**src/rtl/mbx_tx_pkg.sv**
```systemverilog
// Package: shared widths, register map and slot table for the mailbox transmitter.
// Assumes a message of an even number of bytes, carried two bytes per slot.
package mbx_tx_pkg;
    parameter int BYTE_W    = 8;
    parameter int MSG_BYTES = 8;
    parameter int ADDR_W    = 4;
    parameter int SLOT_W    = 6;
    parameter int NUM_SLOTS = MSG_BYTES / 2;
    parameter int CTRL_ADDR = MSG_BYTES;
    parameter int SEND_BIT  = 0;
    parameter int READY_BIT = 1;

    // Slot number that carries byte pair idx.
    function automatic int slot_of(input int idx);
        case (idx)
            0:       return 13;
            1:       return 20;
            2:       return 41;
            default: return 48;
        endcase
    endfunction
endpackage

```
**src/rtl/mbx_tx_msgbuf.sv**
```systemverilog
// Module: message buffer of MSG_BYTES registers, writable only when allowed.
// Assumes addresses at or above MSG_BYTES never select a buffer byte.
module mbx_tx_msgbuf #(
    parameter int BYTE_W    = mbx_tx_pkg::BYTE_W,
    parameter int MSG_BYTES = mbx_tx_pkg::MSG_BYTES,
    parameter int ADDR_W    = mbx_tx_pkg::ADDR_W
) (
    input  logic                        clk,
    input  logic                        rst_n,
    input  logic                        wr_en,
    input  logic                        wr_allow,
    input  logic [ADDR_W-1:0]           addr,
    input  logic [BYTE_W-1:0]           wdata,
    output logic [MSG_BYTES*BYTE_W-1:0] msg_flat,
    output logic [BYTE_W-1:0]           rd_byte
);
    logic [BYTE_W-1:0] bytes_q [MSG_BYTES];

    for (genvar gi = 0; gi < MSG_BYTES; gi++) begin : g_byte
        // Store one buffer byte on an allowed write to its address.
        always_ff @(posedge clk) begin
            if (!rst_n) begin
                bytes_q[gi] <= '0;
            end else if (wr_en && wr_allow && (addr == ADDR_W'(gi))) begin
                bytes_q[gi] <= wdata;
            end
        end
        assign msg_flat[gi*BYTE_W +: BYTE_W] = bytes_q[gi];
    end

    // Select the addressed byte for the read path.
    always_comb begin
        rd_byte = '0;
        for (int i = 0; i < MSG_BYTES; i++) begin
            if (addr == ADDR_W'(i)) rd_byte = bytes_q[i];
        end
    end
endmodule

```
**src/rtl/mbx_tx_flow.sv**
```systemverilog
// Module: ready/send flow control driven by processor writes and far-end stop.
// Assumes far_stop is already synchronous to clk.
module mbx_tx_flow (
    input  logic clk,
    input  logic rst_n,
    input  logic ctrl_wr,
    input  logic send_wdata,
    input  logic far_stop,
    output logic ready,
    output logic send
);
    logic stop_q;
    logic stop_fell;
    logic send_accept;

    assign stop_fell   = stop_q && !far_stop;
    assign send_accept = ctrl_wr && send_wdata && !far_stop;

    // Remember the previous stop level for edge detection.
    always_ff @(posedge clk) begin
        if (!rst_n) stop_q <= 1'b0;
        else        stop_q <= far_stop;
    end

    // Send bit: held clear under stop, otherwise follows control writes.
    always_ff @(posedge clk) begin
        if (!rst_n)        send <= 1'b0;
        else if (far_stop) send <= 1'b0;
        else if (ctrl_wr)  send <= send_wdata;
    end

    // Ready flag: cleared by an accepted send, set again when stop falls.
    always_ff @(posedge clk) begin
        if (!rst_n)           ready <= 1'b1;
        else if (send_accept) ready <= 1'b0;
        else if (stop_fell)   ready <= 1'b1;
    end
endmodule

```
**src/rtl/mbx_tx_slot_mux.sv**
```systemverilog
// Module: places message byte pairs into their fixed frame slots, null otherwise.
// Assumes each slot number appears at most once in the slot table.
module mbx_tx_slot_mux #(
    parameter int BYTE_W    = mbx_tx_pkg::BYTE_W,
    parameter int MSG_BYTES = mbx_tx_pkg::MSG_BYTES,
    parameter int SLOT_W    = mbx_tx_pkg::SLOT_W
) (
    input  logic                        clk,
    input  logic                        rst_n,
    input  logic [SLOT_W-1:0]           slot_num,
    input  logic                        send,
    input  logic [MSG_BYTES*BYTE_W-1:0] msg_flat,
    output logic                        hit,
    output logic [BYTE_W-1:0]           byte_first,
    output logic [BYTE_W-1:0]           byte_second
);
    localparam int NUM_SLOTS = MSG_BYTES / 2;
    localparam int PAIR_W    = 2 * BYTE_W;

    logic [NUM_SLOTS-1:0] match;
    logic [PAIR_W-1:0]    pair_sel;

    for (genvar gs = 0; gs < NUM_SLOTS; gs++) begin : g_slot
        assign match[gs] = (slot_num == SLOT_W'(mbx_tx_pkg::slot_of(gs)));
    end

    // OR together the byte pair of the matching slot.
    always_comb begin
        pair_sel = '0;
        for (int i = 0; i < NUM_SLOTS; i++) begin
            if (match[i]) pair_sel = pair_sel | msg_flat[i*PAIR_W +: PAIR_W];
        end
    end

    // Register the slot outputs, null-filled unless send is active.
    always_ff @(posedge clk) begin
        if (!rst_n) begin
            hit         <= 1'b0;
            byte_first  <= '0;
            byte_second <= '0;
        end else begin
            hit         <= |match;
            byte_first  <= send ? pair_sel[BYTE_W-1:0]      : '0;
            byte_second <= send ? pair_sel[PAIR_W-1:BYTE_W] : '0;
        end
    end
endmodule

```
**src/rtl/mbx_tx_ctrl.sv**
```systemverilog
// Module: top of the mailbox transmitter; register port, flow control, slot insertion.
// Assumes a synchronous register port with one-cycle registered read data.
module mbx_tx_ctrl #(
    parameter int BYTE_W    = mbx_tx_pkg::BYTE_W,
    parameter int MSG_BYTES = mbx_tx_pkg::MSG_BYTES,
    parameter int ADDR_W    = mbx_tx_pkg::ADDR_W,
    parameter int SLOT_W    = mbx_tx_pkg::SLOT_W
) (
    input  logic              clk,
    input  logic              rst_n,
    input  logic [ADDR_W-1:0] reg_addr,
    input  logic              reg_wr_en,
    input  logic [BYTE_W-1:0] reg_wdata,
    output logic [BYTE_W-1:0] reg_rdata,
    input  logic              far_stop,
    input  logic [SLOT_W-1:0] slot_num,
    output logic              link_valid,
    output logic              slot_hit,
    output logic [BYTE_W-1:0] slot_byte_first,
    output logic [BYTE_W-1:0] slot_byte_second
);
    localparam int CTRL_ADDR = MSG_BYTES;

    logic                        ready_w;
    logic                        send_w;
    logic                        ctrl_sel;
    logic                        buf_sel;
    logic [MSG_BYTES*BYTE_W-1:0] msg_flat;
    logic [BYTE_W-1:0]           buf_rd;
    logic [BYTE_W-1:0]           ctrl_word;

    assign ctrl_sel = (reg_addr == ADDR_W'(CTRL_ADDR));
    assign buf_sel  = (reg_addr < ADDR_W'(MSG_BYTES));

    mbx_tx_msgbuf #(.BYTE_W(BYTE_W), .MSG_BYTES(MSG_BYTES), .ADDR_W(ADDR_W)) u_buf (
        .clk      (clk),
        .rst_n    (rst_n),
        .wr_en    (reg_wr_en && buf_sel),
        .wr_allow (ready_w),
        .addr     (reg_addr),
        .wdata    (reg_wdata),
        .msg_flat (msg_flat),
        .rd_byte  (buf_rd)
    );

    mbx_tx_flow u_flow (
        .clk        (clk),
        .rst_n      (rst_n),
        .ctrl_wr    (reg_wr_en && ctrl_sel),
        .send_wdata (reg_wdata[mbx_tx_pkg::SEND_BIT]),
        .far_stop   (far_stop),
        .ready      (ready_w),
        .send       (send_w)
    );

    mbx_tx_slot_mux #(.BYTE_W(BYTE_W), .MSG_BYTES(MSG_BYTES), .SLOT_W(SLOT_W)) u_slot (
        .clk         (clk),
        .rst_n       (rst_n),
        .slot_num    (slot_num),
        .send        (send_w),
        .msg_flat    (msg_flat),
        .hit         (slot_hit),
        .byte_first  (slot_byte_first),
        .byte_second (slot_byte_second)
    );

    // Assemble the control word from the flow-control state.
    always_comb begin
        ctrl_word = '0;
        ctrl_word[mbx_tx_pkg::SEND_BIT]  = send_w;
        ctrl_word[mbx_tx_pkg::READY_BIT] = ready_w;
    end

    // Register the read data for the presented address.
    always_ff @(posedge clk) begin
        if (!rst_n)        reg_rdata <= '0;
        else if (buf_sel)  reg_rdata <= buf_rd;
        else if (ctrl_sel) reg_rdata <= ctrl_word;
        else               reg_rdata <= '0;
    end

    assign link_valid = send_w;
endmodule

```
**config.mk**
```make
export PLATFORM = sky130hd
export DESIGN_NAME = mbx_tx_ctrl
export DESIGN_NICKNAME = d
export VERILOG_FILES = /design/src/rtl/mbx_tx_pkg.sv /design/src/rtl/mbx_tx_msgbuf.sv /design/src/rtl/mbx_tx_flow.sv /design/src/rtl/mbx_tx_slot_mux.sv /design/src/rtl/mbx_tx_ctrl.sv
export SDC_FILE = /design/constraint.sdc
export NUM_CORES = 1
export LEC_CHECK = 0
export BUFFER_PORTS_ARGS = -buffer_cell sky130_fd_sc_hd__buf_2
export CAP_MARGIN = 5
export CORE_ASPECT_RATIO = 0.5
export CORE_UTILIZATION = 30
export DETAILED_ROUTE_END_ITERATION = 7
export GPL_ROUTABILITY_DRIVEN = 0
export SLEW_MARGIN = 20
export SYNTH_ARGS = -nofsm -noshare
export SYNTH_HDL_FRONTEND = slang
export SYNTH_HIERARCHICAL = 1
export SYNTH_SLANG_ARGS = --single-unit
```
**constraint.sdc**
```tcl
create_clock -name clk -period 3 [get_ports clk]
set_input_delay 0.45 -clock clk [delete_from_list [all_inputs] [get_ports clk]]
set_output_delay 0.45 -clock clk [all_outputs]
set_load 0.005 [all_outputs]
```
==> results.yml <==
drt:
  drt_iter0_markers: 496
  routed_wl_mm: 13.7
  vias: 3680
  drt-wirelength-per-cell_um: 19.5
  ant_nets: 0
  drc_errors: 0
  first_pass_iters: 5
  vias_per_cell: 5.24
final_layout:
  final_layout_size_suffix_gt1_share_pct: 20.6
  n_fill_cell: 1465
  nets: 521
  final_area_mm2: 0.00539
  final-instance-count-excl-fill: 702
  syn_to_final_growth_pct: 15.9
  diodes: 0
critical_path:
  max_stage_delay_ns: 0.51
  start_kind: "input port"
  worstPathMaxFanout: 33
  crit_slowest_cell: "buf_2"
  crit_chain: "buf_2, nand3b_1, o21ai_0, a31oi_1, o22ai_1, and2_1"
  required_ns: 3.28
  end_kind: "flip-flop"
  worstSetupPathType: "input port to flip-flop"
  arrival_ns: 2.31
timing:
  max_slew.worst_pin.slew_ns: 0.926
  maxSlewViolCount: 0
  hold_viol: 0
  skew_ns: 0.00881
  min_period_ns: 2.03
  slew_headroom_pct: 38.1
  fmax_ghz: 0.492
  tns_ns: 0
  fin_crit_sh_pct: 67.8
  grt_setup_unrepaired: "no"
  hold_ws_ns: 0.312
  setup_viol: 0
yosys:
  synth_top_area_share_pct: 41.3
  avgSynthCellArea_um2: 10.2
  synth.top_cells.by_area: "edfxtp_1 (41%), dfxtp_1 (12%), and2_1 (9.6%), nand3_1 (7.1%), o21ai_0 (3.2%)"
  synth.most_common_cell: "and2_1"
  synth-async-reset-ratio_pct: 0
  ys_ff_latch: 92
  ys.warnings.count: 6
  yosysTopAreaCell: "edfxtp_1"
  postSynthNetCount: 477
  synth_flop_cell: "edfxtp_1"
  synth_edf_count: 64
  synth_cell_types: 42
  ys_seq_area_share_pct: 53.4
  syn-cell-area_mm2: 0.00465
  synthTopCellsByCount: "and2_1 (71), nand3_1 (66), edfxtp_1 (64), o21ai_0 (30)"
  syn_inst: 455
clocking:
  cts_max_level: 3
  cts_setup_buffers: 0
  clock_path_buffers: 2
  path_clk_slew_ns: 0.06
  ctsHoldBuffers: 0
  cts_buffers: 9
  clock_sinks: 92
  clockRootBuffer: "clkbuf_16"
  cts_tree: "yes"
  cts_resized: 0
  clk_latency_ns: 0.34
global_route:
  grt_pass1_wl_mm: 20.7
  grt_start_max_net_pins: 34
  antenna_found_initial: 0
  gr-usage-all-layers_pct: 17.5
  grt_pass1_vias: 3475
  grt-ovfl-total: 0
die:
  core_area_mm2: 0.0148
  ios: 48
  fp.dieH_um: 90.0
  die_w_um: 178
  num_rows: 31
  dieArea_mm2: 0.0160
  initial_core_util_pct: 31.5
hold_path:
  hp-class: "input port to flip-flop"
run_status:
  outcome: "finished clean"
power:
  swShare_pct: 23.1
  p_seq_share_pct: 51.4
  pwr_density_cell_mw_per_mm2: 507
  power.total_mw: 2.73
  clockPowerShare_pct: 40.5
  p_comb_share_pct: 8.1
  irDropWorstVdd_mv: 0.292
  p_int_mw: 2.10
  power_leakage_nw: 1.94
  power_switching_mw: 0.631
place:
  portBuffers: 47
  dpl_cell_area_mm2: 0.00510
  dp.cells: 686
  hpwl_mm: 9.62
job:
  max_cap_viol_count: 0
-- worst paths after layout --
| path | endpoint | slack (ns) | cells after the start | startpoint |
|---|---|---|---|---|
| setup / recovery | reg_rdata[6]$_SDFF_PP0_ | 0.97 | 6 | reg_addr[1] |
| setup reg to reg | u_buf/bytes_q[0][14]$_SDFFCE_PN0P_ | 1.21 | 4 | u_flow/ready$_SDFFE_PN1P_ |
| hold reg to reg | u_flow/ready$_SDFFE_PN1P_ | 0.49 | 2 | u_flow/stop_q$_SDFF_PN0_ |
| hold / removal | u_flow/send$_SDFFE_PP0P_ | 0.31 | 2 | far_stop |
-- metrics by stage --
step / utilization [%] / worst slack [ns]
2_1_floorplan: - / 0.806
3_3_place_gp: 34.5 / 0.764
3_5_place_dp: 34.5 / 0.744
4_1_cts: 36.5 / 1.09
5_1_grt: 36.5 / 0.910
6_report: 36.5 / 0.967
-- cells by family after synthesis --
group                  count (synthesis)  synth area share (%)
AOI/OAI and AO/OA                     85                  12.1
buffers and inverters                 41                  4.44
DFF                                   92                  53.4
muxes                                  9                  2.15
and+or+nand+nor                      228                  28.0
-- area by class of cell --
cell class | count | area (um2) | share of cell area (%)
clock buffer | 12 | 236 | 4.39
clock inverter | 4 | 51.3 | 0.952
inverter | 9 | 33.8 | 0.627
multi-input combinational | 322 | 1970 | 36.5
sequential | 92 | 2480 | 46.1
tap | 198 | 248 | 4.60
timing repair buffer | 65 | 370 | 6.87
-- worst max-delay path: cells and delay by family --
kind	cells	cell delay, ns
AO/OA/AOI/OAI	3	0.79
AND/OR/NAND/NOR	2	0.55
buffers and inverters	1	0.51
-- placed cells by master, fill, tap and decap left out, types with 9 or more instances in the layout --
cell type  instances
buf_2             47
buf_4             18
clkbuf_16          9
nand2b_1          20
inv_1              9
dfxtp_1           28
nor2_1            28
edfxtp_1          64
o21ai_0           30
nand3_1           66
a41oi_1           11
nand2_1           19
a21oi_1           17
a31oi_1            9
and2_1            71
-- sequential cells by signal (all words and copies together), names as in the netlist --
signal,count
u_slot/byte_first,8
u_buf/bytes_q,64
u_flow/stop_q,1
u_slot/byte_second,8
u_flow/send,1
u_flow/ready,1
u_slot/hit,1
reg_rdata,8
-- per-layer routing --
| layer | up-vias | track usage, % | part of all wire (%) |
|---|---|---|---|
| li1 | 1722 | - | - |
| met1 | 1802 | 27.3 | 50 |
| met2 | 143 | 23.9 | 41 |
| met3 | 13 | 3.68 | 8.3 |
| met4 | 0 | 4.56 | 1.2 |
| met5 | - | 0 | 0 |
-- power groups by stage --
stage / clock network [mW] / registers [mW] / logic [mW]
2_1_floorplan: 0 / 1.42 / 0.126
3_3_place_gp: 0 / 1.43 / 0.215
3_5_place_dp: 0 / 1.43 / 0.217
4_1_cts: 1.13 / 1.40 / 0.218
5_1_grt: 1.17 / 1.41 / 0.240
6_report: 1.11 / 1.41 / 0.221
(Power assumes the default switching activity.)
